**config.mk**
```make
export PLATFORM = sky130hd
export DESIGN_NAME = iox_seq
export DESIGN_NICKNAME = d
export VERILOG_FILES = /design/src/rtl/iox_pkg.sv /design/src/rtl/iox_timer.sv /design/src/rtl/iox_pattern.sv /design/src/rtl/iox_ctrl.sv /design/src/rtl/iox_seq.sv
export SDC_FILE = /design/constraint.sdc
export NUM_CORES = 1
export LEC_CHECK = 0
export BUFFER_PORTS_ARGS = -buffer_cell sky130_fd_sc_hd__buf_4
export CAP_MARGIN = 20
export CORE_ASPECT_RATIO = 1.4
export CORE_UTILIZATION = 30
export CTS_CLUSTER_SIZE = 40
export DETAILED_ROUTE_END_ITERATION = 16
export PLACE_DENSITY_LB_ADDON = 0.15
export SETUP_SLACK_MARGIN = 0.4
export SYNTH_ARGS = -nofsm -noshare
export SYNTH_HDL_FRONTEND = slang
export SYNTH_HIERARCHICAL = 1
export SYNTH_SLANG_ARGS = --single-unit
```
**constraint.sdc**
```tcl
create_clock -name clk_i -period 4.4 [get_ports clk_i]
set_input_delay 0.22 -clock clk_i [delete_from_list [all_inputs] [get_ports clk_i]]
set_output_delay 0.22 -clock clk_i [all_outputs]
set_load 0.03 [all_outputs]
```
**src/rtl/iox_pkg.sv**
```systemverilog
package iox_pkg;

  typedef enum logic [1:0] {
    ROLE_RST,
    ROLE_EN,
    ROLE_DIS
  } role_e;

  typedef enum logic [2:0] {
    ST_IDLE,
    ST_SH_LO,
    ST_SH_HI,
    ST_LT_LO,
    ST_LT_HI
  } state_e;

  function automatic role_e role_of(input int idx);
    case (idx)
      3, 7:    return ROLE_EN;
      4, 6:    return ROLE_DIS;
      default: return ROLE_RST;
    endcase
  endfunction

  // second=0 -> frame one level, second=1 -> frame two level
  function automatic logic role_level(input role_e r, input logic second);
    case (r)
      ROLE_RST: return second;
      ROLE_EN:  return 1'b1;
      default:  return 1'b0;
    endcase
  endfunction

endpackage

```
**src/rtl/iox_timer.sv**
```systemverilog
module iox_timer #(
  parameter int DELAY_CYC = 50000
) (
  input  logic clk_i,
  input  logic rst_ni,
  input  logic restart_i,
  output logic expire_o
);
  localparam int CW = $clog2(DELAY_CYC + 1);

  logic [CW-1:0] cnt_q;

  always_ff @(posedge clk_i or negedge rst_ni) begin
    if (!rst_ni)        cnt_q <= '0;
    else if (restart_i) cnt_q <= '0;
    else if (!expire_o) cnt_q <= cnt_q + 1'b1;
  end

  assign expire_o = (cnt_q == CW'(DELAY_CYC - 1));

endmodule

```
**src/rtl/iox_pattern.sv**
```systemverilog
module iox_pattern
  import iox_pkg::*;
#(
  parameter int N_OUT = 8,
  localparam int BIT_W = $clog2(N_OUT)
) (
  input  logic             frame_i,
  input  logic             single_i,
  input  logic [BIT_W-1:0] sel_i,
  input  logic [BIT_W-1:0] bit_i,
  output logic             data_o
);
  logic [N_OUT-1:0] lvl;

  for (genvar g = 0; g < N_OUT; g++) begin : g_lvl
    logic use_first;
    assign use_first = !frame_i && (!single_i || (sel_i == BIT_W'(g)));
    assign lvl[g] = role_level(role_of(g), !use_first);
  end

  assign data_o = lvl[bit_i];

endmodule

```
**src/rtl/iox_ctrl.sv**
```systemverilog
module iox_ctrl
  import iox_pkg::*;
#(
  parameter int N_OUT = 8,
  parameter int IDX_W = 4,
  localparam int BIT_W = $clog2(N_OUT)
) (
  input  logic             clk_i,
  input  logic             rst_ni,
  input  logic             start_i,
  input  logic             pulse_i,
  input  logic [IDX_W-1:0] index_i,
  input  logic             expire_i,
  output logic             restart_o,
  output state_e           state_o,
  output logic             frame_o,
  output logic             single_o,
  output logic [BIT_W-1:0] sel_o,
  output logic [BIT_W-1:0] bit_o
);
  localparam logic [BIT_W-1:0] LAST_BIT = BIT_W'(N_OUT - 1);

  state_e           state_q, state_d;
  logic             frame_q, frame_d;
  logic             single_q, single_d;
  logic [BIT_W-1:0] sel_q, sel_d;
  logic [BIT_W-1:0] bit_q, bit_d;
  logic             accept;

  assign accept = (state_q == ST_IDLE) && (start_i || pulse_i);

  always_comb begin
    state_d  = state_q;
    frame_d  = frame_q;
    single_d = single_q;
    sel_d    = sel_q;
    bit_d    = bit_q;
    unique case (state_q)
      ST_IDLE: if (accept) begin
        state_d  = ST_SH_LO;
        frame_d  = 1'b0;
        bit_d    = LAST_BIT;
        // start wins over pulse; out-of-range index degrades to full run
        single_d = !start_i && (index_i < IDX_W'(N_OUT));
        sel_d    = index_i[BIT_W-1:0];
      end
      ST_SH_LO: if (expire_i) state_d = ST_SH_HI;
      ST_SH_HI: if (expire_i) begin
        if (bit_q == '0) state_d = ST_LT_LO;
        else begin
          state_d = ST_SH_LO;
          bit_d   = bit_q - 1'b1;
        end
      end
      ST_LT_LO: if (expire_i) state_d = ST_LT_HI;
      ST_LT_HI: begin
        if (!frame_q) begin
          state_d = ST_SH_LO;
          frame_d = 1'b1;
          bit_d   = LAST_BIT;
        end else begin
          state_d = ST_IDLE;
        end
      end
      default: state_d = ST_IDLE;
    endcase
  end

  always_ff @(posedge clk_i or negedge rst_ni) begin
    if (!rst_ni) begin
      state_q  <= ST_IDLE;
      frame_q  <= 1'b0;
      single_q <= 1'b0;
      sel_q    <= '0;
      bit_q    <= '0;
    end else begin
      state_q  <= state_d;
      frame_q  <= frame_d;
      single_q <= single_d;
      sel_q    <= sel_d;
      bit_q    <= bit_d;
    end
  end

  assign restart_o = (state_d != state_q);
  assign state_o   = state_q;
  assign frame_o   = frame_q;
  assign single_o  = single_q;
  assign sel_o     = sel_q;
  assign bit_o     = bit_q;

endmodule

```
**src/rtl/iox_seq.sv**
```systemverilog
module iox_seq
  import iox_pkg::*;
#(
  parameter int N_OUT     = 8,
  parameter int IDX_W     = 4,
  parameter int DELAY_CYC = 50000
) (
  input  logic             clk_i,
  input  logic             rst_ni,
  input  logic             start_i,
  input  logic             pulse_i,
  input  logic [IDX_W-1:0] index_i,
  output logic             busy_o,
  output logic             done_o,
  output logic             sdata_o,
  output logic             shclk_o,
  output logic             stclk_o,
  output logic             oe_o
);
  localparam int BIT_W = $clog2(N_OUT);

  state_e           state;
  logic             frame, single, restart, expire, pat_bit;
  logic [BIT_W-1:0] sel, bit_idx;

  iox_timer #(.DELAY_CYC(DELAY_CYC)) u_timer (
    .clk_i     (clk_i),
    .rst_ni    (rst_ni),
    .restart_i (restart),
    .expire_o  (expire)
  );

  iox_ctrl #(.N_OUT(N_OUT), .IDX_W(IDX_W)) u_ctrl (
    .clk_i     (clk_i),
    .rst_ni    (rst_ni),
    .start_i   (start_i),
    .pulse_i   (pulse_i),
    .index_i   (index_i),
    .expire_i  (expire),
    .restart_o (restart),
    .state_o   (state),
    .frame_o   (frame),
    .single_o  (single),
    .sel_o     (sel),
    .bit_o     (bit_idx)
  );

  iox_pattern #(.N_OUT(N_OUT)) u_pat (
    .frame_i  (frame),
    .single_i (single),
    .sel_i    (sel),
    .bit_i    (bit_idx),
    .data_o   (pat_bit)
  );

  assign busy_o  = (state != ST_IDLE);
  assign done_o  = (state == ST_LT_HI) && frame;
  assign shclk_o = (state != ST_SH_LO);
  assign stclk_o = (state != ST_LT_LO);
  assign oe_o    = (state == ST_IDLE);
  assign sdata_o = ((state == ST_SH_LO) || (state == ST_SH_HI)) ? pat_bit : 1'b0;

endmodule

```
* Yosys cells after proc, flatten, opt, wreduce, memory -nomap -nowiden
Cells that the tools add are included.
** Word-level totals
- Register bits :: 27
- Output and inout port bits :: 6
** Cells by class
- Add/subtract/negate cells :: 2
- $lt $le $gt $ge :: 2
- Equal/unequal tests :: 16
- Multiplexer cells :: 19
- Reduce and logical (&&, ||, !) cells :: 29
** Operators with widths (count)
- $mux 16 :: 2
- $mux 3 :: 8
- $add 16x1->16 const B :: 1
- $eq 16x16->1 const B :: 1
- $pmux 3 s5 :: 1
- $eq 3x2->1 const B :: 3
- $logic_not 3->1 :: 3
- $pmux 3 s3 :: 1
- $ne 2x2->1 const B :: 4
- $logic_and 1x1->1 :: 7
- $logic_not 1->1 :: 7
- $eq 3x1->1 const B :: 2
- $eq 3x3->1 const B :: 2
- $logic_or 1x1->1 :: 6
- $reduce_bool 3->1 :: 2
- $reduce_and 5->1 :: 1
- $lt 3x4->1 const B :: 1
- $lt 4x4->1 const B :: 1
- $mux 1 :: 4
- $reduce_and 2->1 :: 2
- $bmux 1 s3 :: 1
- $ne 3x1->1 const B :: 1
- $ne 3x2->1 const B :: 1
- $ne 3x3->1 :: 1
- 5 further kinds :: 5

* Longest topological paths before layout
- Word-level depth :: 7
- Gate-level depth with buffers :: 9

* By module
The synthesis kept the hierarchy.
** By module, submodules not included
- iox_timer :: instances 1, cells each 87, area an instance 883.3 um2, sequential area each 400.4 um2
- iox_ctrl :: instances 1, cells each 58, area an instance 616.8 um2, sequential area each 275.3 um2
- iox_pattern :: instances 1, cells each 13, area an instance 76.3 um2, sequential area each 0.0 um2
- iox_seq :: instances 1, cells each 8, area an instance 56.3 um2, sequential area each 0.0 um2

* Least setup slack after synthesis
OpenSTA, ideal clock, no wires.
- Path type :: register to register
- From :: register u_timer.cnt_q[0]
- To :: register u_timer.cnt_q[0]
- Library setup time :: 132 ps
- Data arrival time :: 2241 ps
- Setup slack :: 2027 ps
- Cell stages (with the launch flop) :: 10
- Period minus slack after synthesis :: 2373 ps
- Path through :: dfrtp_1 > ha_1 > nand3_2 > nand4b_2 > inv_1 > clkbuf_1 > a211o_1 > clkbuf_1 > clkbuf_1 > nor2_1
** Between the ends
- Longest elaborated chain between the ends :: 5
- Elaborated cells between the ends (all ways) :: 10
- Classes of those cells :: add/sub (1); eq/ne (3); mux (6)
** RTL lines
- start, declared :: line iox_timer.sv:11 : logic [CW-1:0] cnt_q;
- start signal, assigned :: line iox_timer.sv:16 : else if (!expire_o) cnt_q <= cnt_q + 1'b1;
- $eq 16x16->1 (*) :: line iox_timer.sv:19 : assign expire_o = (cnt_q == CW'(DELAY_CYC - 1));
- via expire :: line iox_seq.sv:23 : logic frame, single, restart, expire, pat_bit;
- $mux 3 (on tied branches) :: line iox_ctrl.sv:55, iox_ctrl.sv:47, iox_ctrl.sv:48
- $pmux 3 s5 (*) :: line iox_ctrl.sv:38 : unique case (state_q)
- $ne 3x3->1 (*) :: line iox_ctrl.sv:85 : assign restart_o = (state_d != state_q);
- via restart :: line iox_seq.sv:23
- $ne 2x2->1 (no source line) or $mux 16 (tied branches)
Mark *: on every way through the listed nets, which the timed path passes. The rest lies on a longest branch. The select of a mux whose other input is x is not followed.
A chain may end at the register's enable or synchronous reset.

* Final worst setup path
- From :: register u_timer.cnt_q[0]
- To :: register u_timer.cnt_q[15]
The elaborated chain is that of the path after synthesis.

==> metrics.md <==
| Metric | Value |
|---|---|
| P_leak | `0.8143 nW` |
| DRT Pass-1 Iters | `4` |
| CP max FO | `21` |
| Crit Path Class | `reg -> reg` |
| GRT Util Overall | `0.1239` |
| Slew Viols, Final | `0` |
| Vias | `1,247` |
| Global-route wire length before repair | `5526 um` |
| CTS Root Cell | `clkbuf_8` |
| Vias in the first global route | `1,204` |
| Total power | `618.6 uW` |
| Top cells by area, synth | `dfrtp_1 (41%), nor2_1 (5.5%), xnor2_1 (4.3%), mux2_2 (2.8%), nand2_1 (2.5%)` |
| Post-synth top area share | `0.4138` |
| Endpoint class of the critical path | `flop` |
| Post-synthesis register bit count | `27` |
| Post-Syn Nets | `177` |
| Critical Path AT | `2.78 ns` |
| Tmin final | `2.627 ns` |
| Initial DRC Count | `80` |
| Clk slew on worst S/H paths | `0.10 ns` |
| Most common flop cell mapped by yosys | `dfrtp_1` |
| Most instantiated library cell after synthesis | `dfrtp_1` |
| Largest area contributor in the netlist | `dfrtp_1` |
| Initial antenna violation count | `0` |
| GRT overflow | `0` |
| PostCTS Resize Cnt | `0` |
| Worst VDD drop | `0.1101 mV` |
| Ys Warns | `6` |
| Commonest cells in the netlist | `dfrtp_1 (27), nor2_1 (24), nand2_1 (11)` |
| CP Launch Type | `flop` |
| Crit-path cells | `ha_1 > nand3_2 > nand4b_2 > inv_1 > a211o_1 > nor2b_1 > mux2_1` |
| Clock sink count | `27` |
| Syn Inst Count | `166` |
| Worst-Margin Slew | `0.6315 ns` |
| IO Count | `14` |
| PortBufs | `13` |
| Hold WC Path Type | `in -> reg` |
| Mean number of vias per cell | `5.090` |
| Routability cong. | `0.8185` |
| Area added between synthesis and finish | `12.80%` |
| Setup bufs post-CTS | `0` |
| Site Rows | `31` |
| Post-route ant nets | `0` |
| # DRC | `0` |
| Die footprint | `5746 um^2` |
| Hold Vio Cnt, Final | `0` |
| Core area | `5197 um^2` |
| Hold Path Origin | `index_i[1]` |
| Worst skew pair latency | `0.27 ns` |
| Largest delay share family, worst path | `simple AND/OR/NAND/NOR gates` |
| Syn avg cell area | `9.836 um^2` |
| Final setup vio count | `0` |
| Max Clock Freq | `380.7 MHz` |
| RSZ-0062 raised after global routing | `false` |
| Fin crit share | `0.5970` |
| Number of synthesized flops with an enable pin | `0` |
| Die Ht | `89.29 um` |
| Max Root-Sink Buffers | `2` |
| Worst path slowest cell | `a211o_1` |
| PwrDens | `335.9 nW/um^2` |
| Status | `finished clean` |
| Sequential share of the synthesized area | `0.4138` |
| Cell total after placement | `240` |
| Share of cells above drive strength 1 | `0.1955` |
| Diode count | `0` |
| Cell area after synthesis | `1633 um^2` |
| Die X | `64.35 um` |
| Unique cell type count in the Yosys netlist | `54` |
| Worst setup startpoint | `u_timer/cnt_q[0]` |
| Setup Skew | `0.006419 ns` |
| CTS tree | `yes` |
| Avg WL per Cell | `13.62 um` |
| CTS buffer count | `3` |
| Filler Cell Count | `546` |
| Slew margin rel. | `0.5790` |
| Largest net degree at the start of global routing | `28` |
| Worst R2R Start | `u_timer/cnt_q[0]` |
| Max_cap viols | `0` |
| Fin Setup TNS | `0 ns` |
| Post-route insts no fill | `245` |
| Final nets | `191` |
| Worst EP required | `4.56 ns` |
| Max stage delay on crit path | `0.60 ns` |
| Initial Util | `0.3142` |
| Placed wire-length estimate | `2447 um` |
| Post-Route WL | `3337 um` |
| Buf+Inv Stages, Crit Path | `1` |
| CTS H-tree depth | `1` |
| Post-synth ARST share | `1.000` |
-- state kept, by name (all words and copies together), names as in the netlist --
name             count
u_ctrl/sel_o         3
u_ctrl/state_o       3
u_timer/cnt_q       16
u_ctrl/frame_o       1
u_ctrl/bit_o         3
u_ctrl/single_o      1
-- layout make-up --
| cell class | count | area [um^2] | area share |
|---|---|---|---|
| Clock inverter | 1 | 5.005 | 0.002717 |
| Inverter | 9 | 33.78 | 0.01834 |
| Timing Repair Buffer | 14 | 107.6 | 0.05842 |
| Sequential cell | 27 | 675.6 | 0.3668 |
| Tap cell | 66 | 82.58 | 0.04484 |
| Multi-Input combinational cell | 125 | 895.9 | 0.4864 |
| Clock buffer | 3 | 41.29 | 0.02242 |
-- worst register-to-register path, delay by kind of cell (launching register included) --
family	cells	cell delay, ns
and+or+nand+nor	3	0.65
AOI/OAI and AO/OA	1	0.60
DFF	1	0.41
buffers and inverters	1	0.32
muxes	1	0.31
adders and majority gates	1	0.23
-- routing by layer --
layer,up-vias,global-route usage,wire length [um]
met5,-,0,0
met4,0,0.04040,41
met3,4,0.01913,60
met2,13,0.2354,1810
met1,609,0.1404,1425
li1,621,-,-
-- repair_timing --
item / CTS / global route
setup endpoints to repair: 0 / 0
hold buffers: 1 / 0
hold endpoints to repair: 27 / 0
-- cells in the final DEF, fill, tap and decap left out, types with 3 or more instances in the layout --
| cell type | n |
|---|---|
| nor2_1 | 24 |
| buf_4 | 13 |
| ha_1 | 3 |
| inv_1 | 8 |
| dfrtp_1 | 27 |
| xnor2_1 | 8 |
| nand2_1 | 11 |
| o21ai_0 | 4 |
| nor3_1 | 6 |
| mux2_1 | 3 |
| mux2_2 | 4 |
| clkbuf_8 | 3 |
| a21oi_1 | 6 |
| nand3_1 | 5 |
| nor2b_1 | 6 |
-- cell families (layout without fill, tap and decap cells) --
| family | after synthesis | in the layout | synth area share |
|---|---|---|---|
| adder cells (fa/ha/maj) | 3 | 3 | 0.02299 |
| XOR/XNOR | 8 | 8 | 0.04291 |
| AND/OR/NAND/NOR | 78 | 78 | 0.2897 |
| buffers and inverters | 14 | 27 | 0.03754 |
| AO/OA/AOI/OAI | 27 | 27 | 0.1295 |
| flip-flops | 27 | 27 | 0.4138 |
| multiplexers | 9 | 9 | 0.06360 |
-- power by group --
group          total, mW  leakage (nW)  switching [mW]  internal, mW
clock              0.142        0.0255          0.0783        0.0634
sequential         0.344         0.322          0.0556         0.289
combinational      0.133         0.467          0.0674        0.0652
-- per-stage QoR --
step	utilization	setup WS (ns)	instance area, um^2	hold WS, ns
after floorplan	-	2.027	1633	-0.07559
after global placement	0.3435	1.889	1785	0.1571
after detailed placement	0.3435	1.759	1785	0.1626
after CTS	0.3544	1.756	1842	0.1709
after global routing	0.3544	1.489	1842	0.1607
final	0.3544	1.773	1842	0.1760
-- worst paths after layout --
check | slack, ns | endpoint | cells after the start
max reg2reg | 1.77 | u_timer/cnt_q[15] | 7
max | 1.77 | u_timer/cnt_q[15] | 7
max in group asynchronous | 3.74 | u_timer/cnt_q[6] | 2
min | 0.18 | u_ctrl/sel_o[1] | 2
min reg2reg | 0.53 | u_ctrl/single_o | 1
min in group asynchronous | 0.39 | u_ctrl/state_o[0] | 2
(Power assumes the default switching activity.)
